$ cat src/rtl/zlock_pkg.sv
package zlock_pkg;
  typedef struct packed {
    logic armed;
    logic pw_zero;
    logic pw_ones;
    logic key_eq;
  } zlock_stat_t;
endpackage

$ cat src/rtl/zlock_rst_sync.sv
module zlock_rst_sync (
  input  logic clk,
  input  logic rst_n_async,
  output logic rst_n_sync
);
  logic meta_q, sync_q;

  always_ff @(posedge clk or negedge rst_n_async) begin
    if (!rst_n_async) begin
      meta_q <= 1'b0;
      sync_q <= 1'b0;
    end else begin
      meta_q <= 1'b1;
      sync_q <= meta_q;
    end
  end

  assign rst_n_sync = sync_q;
endmodule

$ cat src/rtl/zlock_pw_store.sv
module zlock_pw_store #(
  parameter int unsigned KEY_W = 128
) (
  input  logic             clk,
  input  logic             rst_n,
  input  logic             ld_i,
  input  logic [KEY_W-1:0] ld_data_i,
  input  logic             rd_i,
  output logic [KEY_W-1:0] pw_o,
  output logic             armed_o,
  output logic             arm_o
);
  logic [KEY_W-1:0] pw_q, pw_d;
  logic             loaded_q, loaded_d;
  logic             armed_q, armed_d;

  // an arm request counts only after a load and loses to a load in the same cycle
  assign arm_o = rd_i & loaded_q & ~ld_i;

  always_comb begin
    pw_d     = pw_q;
    loaded_d = loaded_q;
    armed_d  = armed_q;
    if (ld_i) begin
      pw_d     = ld_data_i;
      loaded_d = 1'b1;
      armed_d  = 1'b0;
    end else if (arm_o) begin
      armed_d  = 1'b1;
    end
  end

  always_ff @(posedge clk or negedge rst_n) begin
    if (!rst_n) begin
      pw_q     <= '0;
      loaded_q <= 1'b0;
      armed_q  <= 1'b0;
    end else begin
      pw_q     <= pw_d;
      loaded_q <= loaded_d;
      armed_q  <= armed_d;
    end
  end

  assign pw_o    = pw_q;
  assign armed_o = armed_q;

  // arming only follows a read issued after a load
  p_arm_after_load_r3: assert property (@(posedge clk) disable iff (!rst_n)
    $rose(armed_q) |-> $past(rd_i && loaded_q));

  // a load always leaves the block unarmed
  p_load_disarms_r2: assert property (@(posedge clk) disable iff (!rst_n)
    ld_i |=> !armed_q);
endmodule

$ cat src/rtl/zlock_key_bank.sv
module zlock_key_bank #(
  parameter int unsigned WORD_W  = 32,
  parameter int unsigned N_WORDS = 4,
  localparam int unsigned IDX_W  = (N_WORDS > 1) ? $clog2(N_WORDS) : 1,
  localparam int unsigned KEY_W  = WORD_W * N_WORDS
) (
  input  logic              clk,
  input  logic              rst_n,
  input  logic              wr_i,
  input  logic [IDX_W-1:0]  idx_i,
  input  logic [WORD_W-1:0] data_i,
  input  logic              clr_i,
  output logic [KEY_W-1:0]  key_o,
  output logic              all_seen_o
);
  logic [N_WORDS-1:0][WORD_W-1:0] word_q, word_d;
  logic [N_WORDS-1:0]             seen_q, seen_d;

  always_comb begin
    word_d = word_q;
    seen_d = clr_i ? '0 : seen_q;
    for (int i = 0; i < N_WORDS; i++) begin
      if (wr_i && (idx_i == IDX_W'(i))) begin
        word_d[i] = data_i;
        seen_d[i] = 1'b1;
      end
    end
  end

  always_ff @(posedge clk or negedge rst_n) begin
    if (!rst_n) begin
      word_q <= '0;
      seen_q <= '0;
    end else begin
      word_q <= word_d;
      seen_q <= seen_d;
    end
  end

  for (genvar g = 0; g < N_WORDS; g++) begin : g_flat
    assign key_o[g*WORD_W +: WORD_W] = word_q[g];
  end

  assign all_seen_o = &seen_q;

  // an arm without a write in the same cycle forgets every prior write
  p_arm_clears_seen_r5: assert property (@(posedge clk) disable iff (!rst_n)
    (clr_i && !wr_i) |=> (seen_q == '0));

  // a write marks its own index as written
  p_write_marks_r4: assert property (@(posedge clk) disable iff (!rst_n)
    wr_i |=> seen_q[$past(idx_i)]);
endmodule

$ cat src/rtl/zlock_decide.sv
module zlock_decide
  import zlock_pkg::*;
#(
  parameter int unsigned KEY_W       = 128,
  parameter int unsigned LOCK_W      = 16,
  parameter int unsigned UNLOCK_CODE = 'h1111
) (
  input  logic [KEY_W-1:0]  pw_i,
  input  logic [KEY_W-1:0]  key_i,
  input  logic              all_seen_i,
  input  logic              armed_i,
  input  logic [LOCK_W-1:0] lock_i,
  output zlock_stat_t       stat_o,
  output logic              secure_o,
  output logic              exec_en_o
);
  logic lock_open;
  logic release_ok;

  always_comb begin
    stat_o.armed   = armed_i;
    stat_o.pw_zero = (pw_i == '0);
    stat_o.pw_ones = (pw_i == '1);
    stat_o.key_eq  = armed_i & all_seen_i & (key_i == pw_i);
    lock_open      = (lock_i == LOCK_W'(UNLOCK_CODE));
    release_ok     = ~stat_o.pw_zero & (stat_o.pw_ones | stat_o.key_eq);
    secure_o       = ~lock_open & ~release_ok;
    exec_en_o      = ~(stat_o.armed & release_ok);
  end
endmodule

$ cat src/rtl/zone_pw_lock.sv
module zone_pw_lock
  import zlock_pkg::*;
#(
  parameter int unsigned WORD_W      = 32,
  parameter int unsigned N_WORDS     = 4,
  parameter int unsigned LOCK_W      = 16,
  parameter int unsigned UNLOCK_CODE = 'h1111,
  localparam int unsigned KEY_W      = WORD_W * N_WORDS,
  localparam int unsigned IDX_W      = (N_WORDS > 1) ? $clog2(N_WORDS) : 1
) (
  input  logic              clk,
  input  logic              rst_n,
  input  logic              pw_ld_valid,
  input  logic [KEY_W-1:0]  pw_ld_data,
  input  logic              pw_rd,
  input  logic              key_wr,
  input  logic [IDX_W-1:0]  key_idx,
  input  logic [WORD_W-1:0] key_data,
  input  logic [LOCK_W-1:0] lock_code,
  output logic              zone_secure,
  output logic              exec_only_en,
  output logic              armed
);
  logic              rst_sync_n;
  logic [KEY_W-1:0]  pw;
  logic [KEY_W-1:0]  key;
  logic              arm_pulse;
  logic              all_seen;
  zlock_stat_t       stat;

  zlock_rst_sync u_rst (
    .clk         (clk),
    .rst_n_async (rst_n),
    .rst_n_sync  (rst_sync_n)
  );

  zlock_pw_store #(.KEY_W(KEY_W)) u_pw (
    .clk       (clk),
    .rst_n     (rst_sync_n),
    .ld_i      (pw_ld_valid),
    .ld_data_i (pw_ld_data),
    .rd_i      (pw_rd),
    .pw_o      (pw),
    .armed_o   (armed),
    .arm_o     (arm_pulse)
  );

  zlock_key_bank #(.WORD_W(WORD_W), .N_WORDS(N_WORDS)) u_key (
    .clk        (clk),
    .rst_n      (rst_sync_n),
    .wr_i       (key_wr),
    .idx_i      (key_idx),
    .data_i     (key_data),
    .clr_i      (arm_pulse),
    .key_o      (key),
    .all_seen_o (all_seen)
  );

  zlock_decide #(.KEY_W(KEY_W), .LOCK_W(LOCK_W), .UNLOCK_CODE(UNLOCK_CODE)) u_dec (
    .pw_i       (pw),
    .key_i      (key),
    .all_seen_i (all_seen),
    .armed_i    (armed),
    .lock_i     (lock_code),
    .stat_o     (stat),
    .secure_o   (zone_secure),
    .exec_en_o  (exec_only_en)
  );

  // the unlocking code always leaves the zone open
  p_unlock_code_open_r10: assert property (@(posedge clk) disable iff (!rst_sync_n)
    (lock_code == LOCK_W'(UNLOCK_CODE)) |-> !zone_secure);

  // a zero password in storage keeps a protected zone secure
  p_zero_pw_secure_r8: assert property (@(posedge clk) disable iff (!rst_sync_n)
    ((pw == '0) && (lock_code != LOCK_W'(UNLOCK_CODE))) |-> zone_secure);

  // execute-only protection stays on while unarmed
  p_unarmed_exec_r9: assert property (@(posedge clk) disable iff (!rst_sync_n)
    !armed |-> exec_only_en);

  // an ordinary password opens a protected zone only after a complete key on an armed block
  p_open_needs_full_key_r6: assert property (@(posedge clk) disable iff (!rst_sync_n)
    (!zone_secure && (lock_code != LOCK_W'(UNLOCK_CODE)) && (pw != '1)) |-> (armed && all_seen && stat.key_eq));
endmodule

$ cat config.mk
export PLATFORM = sky130hd
export DESIGN_NAME = zone_pw_lock
export DESIGN_NICKNAME = d
export VERILOG_FILES = /design/src/rtl/zlock_pkg.sv /design/src/rtl/zlock_rst_sync.sv /design/src/rtl/zlock_pw_store.sv /design/src/rtl/zlock_key_bank.sv /design/src/rtl/zlock_decide.sv /design/src/rtl/zone_pw_lock.sv
export SDC_FILE = /design/constraint.sdc
export NUM_CORES = 1
export LEC_CHECK = 0
export ABC_AREA = 1
export BUFFER_PORTS_ARGS = -buffer_cell sky130_fd_sc_hd__buf_4
export CELL_PAD_IN_SITES_DETAIL_PLACEMENT = 1
export CELL_PAD_IN_SITES_GLOBAL_PLACEMENT = 1
export CORE_MARGIN = 1.5
export CORE_UTILIZATION = 42
export DETAILED_ROUTE_END_ITERATION = 7
export PLACE_DENSITY_LB_ADDON = 0.1
export SETUP_SLACK_MARGIN = 0.3
export SLEW_MARGIN = 20
export SYNTH_ARGS = -nofsm -noshare
export SYNTH_HDL_FRONTEND = slang
export SYNTH_SLANG_ARGS = --single-unit
$ cat constraint.sdc
create_clock -name clk -period 11.21 [get_ports clk]
set_clock_uncertainty 0.2 [all_clocks]
set_input_delay 1.6815 -clock clk [delete_from_list [all_inputs] [get_ports clk]]
set_output_delay 1.6815 -clock clk [all_outputs]
set_load 0.05 [all_outputs]
======== Word-level counts from Yosys, hierarchy flattened ========
Cells that the tools add are included.
operators by class
  mux-type cells .......................... 7
  reduce and logical (&&, ||, !) cells .... 12
  bitwise operators ....................... 13
  eq/ne operators ......................... 6
operators with widths
  operator                                                                  count
  128-bit equality test                                                     1
  128-bit equality test (second input constant)                             1
  128-bit logical NOT                                                       1
  16-bit by 13-bit equality test with 1-bit output (second input constant)  1
  2-bit nonzero test                                                        5
  1-bit bitwise AND                                                         7
  1-bit two-way mux                                                         6
  1-bit NOT                                                                 5
  2-bit equality test (second input constant)                               2
  1-bit logical AND                                                         4
  4-bit two-way mux                                                         1
  4-bit AND reduction                                                       1
  2-bit by 1-bit equality test with 1-bit output (second input constant)    1
  2-bit logical NOT                                                         1
  1-bit bitwise OR                                                          1
word-level totals
  flip-flop bits (word level) ............. 264
  word-level logic and storage cells ...... 51
  input bits .............................. 183

======== Logic depth before layout (Yosys ltp) ========
  depth in word-level cells ............... 7
  gate-level depth with buffers ........... 13
  depth with buffers taken out ............ 13

======== Modules after synthesis ========
From an unflattened synthesis, not the netlist that was laid out.
second synthesis, totals
  cells, all modules ...................... 1827
  area, all modules ....................... 13316.5 sq um
by module, submodules not included
  module          cells an instance  times used  area an instance (sq um)  sequential area each (sq um)
  zlock_key_bank  583                1           5340.1                    3303.2
  zlock_pw_store  548                1           4857.2                    3253.1
  zlock_decide    693                1           3065.4                    0.0
  zlock_rst_sync  3                  1           53.8                      50.0

======== Least setup slack after synthesis ========
Ideal clock, no wire load.
  kind .................................... input to output
  start ................................... in lock_code[0]
  end ..................................... out zone_secure
  cell stages on the path ................. 5
  path buffers ............................ 0
  arrival time ............................ 2.604 ns
  setup slack ............................. 6.725 ns
  required time ........................... 9.328 ns
  cell sequence ........................... inv_1 > nor4_1 > nand2_1 > nor2_1 > a21oi_1
between the ends
  cells in the longest elaborated chain, start to end .. 3
ends and longest elaborated chain
  what                                              RTL line            text
  from (decl)                                       zone_pw_lock.sv:19  input logic [LOCK_W-1:0] lock_code,
  16-bit by 13-bit equality test with 1-bit output  zlock_decide.sv:25  lock_open = (lock_i == LOCK_W'(UNLOCK_CODE));
  1-bit NOT                                         zlock_decide.sv:27  secure_o = ~lock_open & ~release_ok;
  1-bit bitwise AND                                 zlock_decide.sv:27
  to (decl)                                         zone_pw_lock.sv:20  output logic zone_secure,
No other way between the ends.

======== Worst setup path after layout ========
  start ................................... reg u_pw.pw_q[89] (netlist: u_pw.pw_o[89])
  end ..................................... out zone_secure
between the ends
  cells in the longest elaborated chain, start to end .. 6
ends and longest elaborated chain
  what                    RTL line              text
  from (decl)             zlock_pw_store.sv:13  logic [KEY_W-1:0] pw_q, pw_d;
  from (signal assigned)  zlock_pw_store.sv:39  pw_q <= pw_d;
  128-bit equality test   zlock_decide.sv:24    stat_o.key_eq = armed_i & all_seen_i & (key_i == pw_i);
  1-bit bitwise AND       zlock_decide.sv:24
  1-bit bitwise OR        zlock_decide.sv:26    release_ok = ~stat_o.pw_zero & (stat_o.pw_ones | stat_o.key_eq);
  1-bit bitwise AND (*)   zlock_decide.sv:26
  1-bit NOT (*)           zlock_decide.sv:27
  1-bit bitwise AND (*)   zlock_decide.sv:27
Mark *: on every way between the ends. The rest lies on a longest branch, timed or not.

==> flow_summary.ini <==
[sta]
worstMarginPinSlew_ns = 0.983
finalSetupViolations = 0
clock.fmax_ghz = 0.221
slew_viol_final = 0
min_period_ns = 4.53
fin_setup_tns_ns = 0
fin_crit_sh_pct = 40.4
relSlewSlack_pct = 34.5
rsz0062_at_grt = false
hold_viol = 0
timing.final.ws_setup_ns = 6.68
holdWs_ns = 0.152

[route]
first_pass_iters = 7
num_vias = 11541
drc_errors = 0
dr.first_iter.drc_count = 865
via_per_inst = 5.28
wl_mm = 46.1
ant_nets = 0
routedWlPerCell_um = 21.1

[global_route]
grt_pass1_vias = 11761
grt_pass1_wl_mm = 69.6
track_usage_pct = 30.6
grt_max_degree = 93
antenna_found_initial = 2
grt_overflow = 0

[synth]
synth_cell_types = 24
synthMuxAreaShare_pct = 0
synthSimpleGateAreaFrac_pct = 24.6
synth-xor-area-share_pct = 1.76
synth_fa_ha_area_share_pct = 0
synth_area_um2 = 12500
syn-mean-instance-area_um2 = 7.71
synth_nets = 1800
synth_compound_area_share_pct = 10.9
yosysSeqAreaShare_pct = 53.0
synth_top_family_by_area = simple AND/OR/NAND/NOR gates
syn_inst = 1617
synth-seq-cells = 264
yosys_warnings = 0

[cts]
clock_path_buffers = 3
h-tree-depth = 1
cts_tree = built
cts_resized = 0
clockRootBuffer = clkbuf_16
cts_setup_buffers = 0
hold_buffers = 0
numCtsBuffers = 30
clock_latency_ns = 0.55
clkTransAtPathRegs_ns = 0.06
clock-sinks = 264

[power]
power_mw = 2.55
p_leak_nw = 7.70
ir_drop_mv = 0.105
cellPowerDensity_nw_per_um2 = 169

[min_path]
hp-start = u_rst.meta_q$_DFF_PN0_
hold_path.class = reg2reg

[setup_path]
end_kind = output port
criticalPathCategory = reg2out
required_ns = 9.33
start_kind = flop
critPathLaunch = u_pw.pw_o[89]$_DFFE_PN0P_
worstPathMaxFanout = 5
regToRegStartpoint = u_rst.rst_n_sync$_DFF_PN0_
worstPathArrival_ns = 2.65

[finish]
layout_commonest_cell = nand2_1
mostFrequentLayoutCells = nand2_1 (574), dfrtp_1 (263), o21ai_0 (244)
fillers = 3619
layout.nets = 1968
final_cell_area_um2 = 15100
drive_above_1_share_pct = 14.4
instances_no_fill = 2186
finish.utilization_pct = 52.1
multi_input_area_um2 = 4670
antennaDiodeCount = 0
syn2layout_area_growth_pct = 20.9
ff_latch_area_um2 = 6610

[placed_design]
io_buffers = 185
dp_cells = 2137
dpl_cell_area_um2 = 14200
dp_hpwl_mm = 35.2
gp_congestion = 0.979
pre_cts_slack_ns = 6.66

[flow_run]
drv_cap = 0

[die]
fp-row-count = 62
start_util_pct = 43.1
io_pins = 186
die_area_um2 = 30700
core_area_um2 = 28900
dieWidth_um = 175
die_h_um = 175

[outcome]
status = complete, no violations
[cell type report]
type	instances	area share [%]
Clock buffer	45	5.76
Clock inverter	4	0.158
Inverter	259	6.45
Multi-Input combinational cell	1038	31.0
Sequential cell	264	43.8
Tap cell	384	3.19
Timing Repair Buffer	192	9.59
[path summary, 6_finish.rpt]
| check | endpoint | cells past startpoint | slack (ns) |
|---|---|---|---|
| min | u_rst.rst_n_sync$_DFF_PN0_ | 0 | 0.15 |
| max reg2reg | u_pw.pw_o[53]$_DFFE_PN0P_ | 2 | 8.25 |
| max | zone_secure | 6 | 6.68 |
| min reg2reg | u_rst.rst_n_sync$_DFF_PN0_ | 0 | 0.15 |
| max in group asynchronous | u_pw.pw_o[53]$_DFFE_PN0P_ | 2 | 8.25 |
| min in group asynchronous | u_pw.pw_o[110]$_DFFE_PN0P_ | 0 | 0.18 |
[worst max-delay path, stage by stage (launching register included)]
cell and delay [ns]:
dfrtp_1 0.50, nor4_1 0.35, nand4_1 0.25, nor3_2 0.38, nand2_1 0.21, a21oi_1 0.19
buf_4 0.21
[Yosys cell counts (all sizes together)]
master  count  area, µm²
dfrtp     264       6610
buf        28        136
conb        1       3.75
o21ai     249       1250
clkinv      4       15.0
clkbuf     28        105
xor2        6       52.6
nand2     577       2170
nor3        4       25.0
o22ai      16        100
xnor2      19        166
nor4       32        200
nor2       57        216
inv       255        957
a21oi       2       10.0
nand3       7       35.0
or2         1       6.26
nand4      67        419
[logic make-up after synthesis]
group | after synthesis
other | 1
and+or+nand+nor | 745
buffers and inverters | 315
AOI/OAI and AO/OA | 267
DFF | 264
xor gates and xnor gates | 25
[flip-flops by register name, summed over array words and instances, names as in the netlist]
signal and flops:
u_pw.armed_o 1, u_rst.meta_q 1, u_key.key_o 128, u_rst.rst_n_sync 1, u_pw.loaded_q 1, u_pw.pw_o 128, u_key.seen_q 4
[power breakdown]
part / leakage [nW] / internal, mW / switching [mW]
Clock: 0.438 / 0.526 / 0.390
Combinational: 4.01 / 0.161 / 0.278
Sequential: 3.25 / 1.07 / 0.121
Total: 7.70 / 1.76 / 0.788
[layer usage]
layer | track usage (%) | vias to the layer above | part of all wire [%]
li1 | - | 5414 | -
met1 | 41.2 | 5691 | 43
met2 | 50.2 | 353 | 47
met3 | 4.70 | 83 | 6.3
met4 | 11.1 | 0 | 3.8
met5 | 0 | - | 0
No activity file was read; power rests on OpenSTA's default activity.
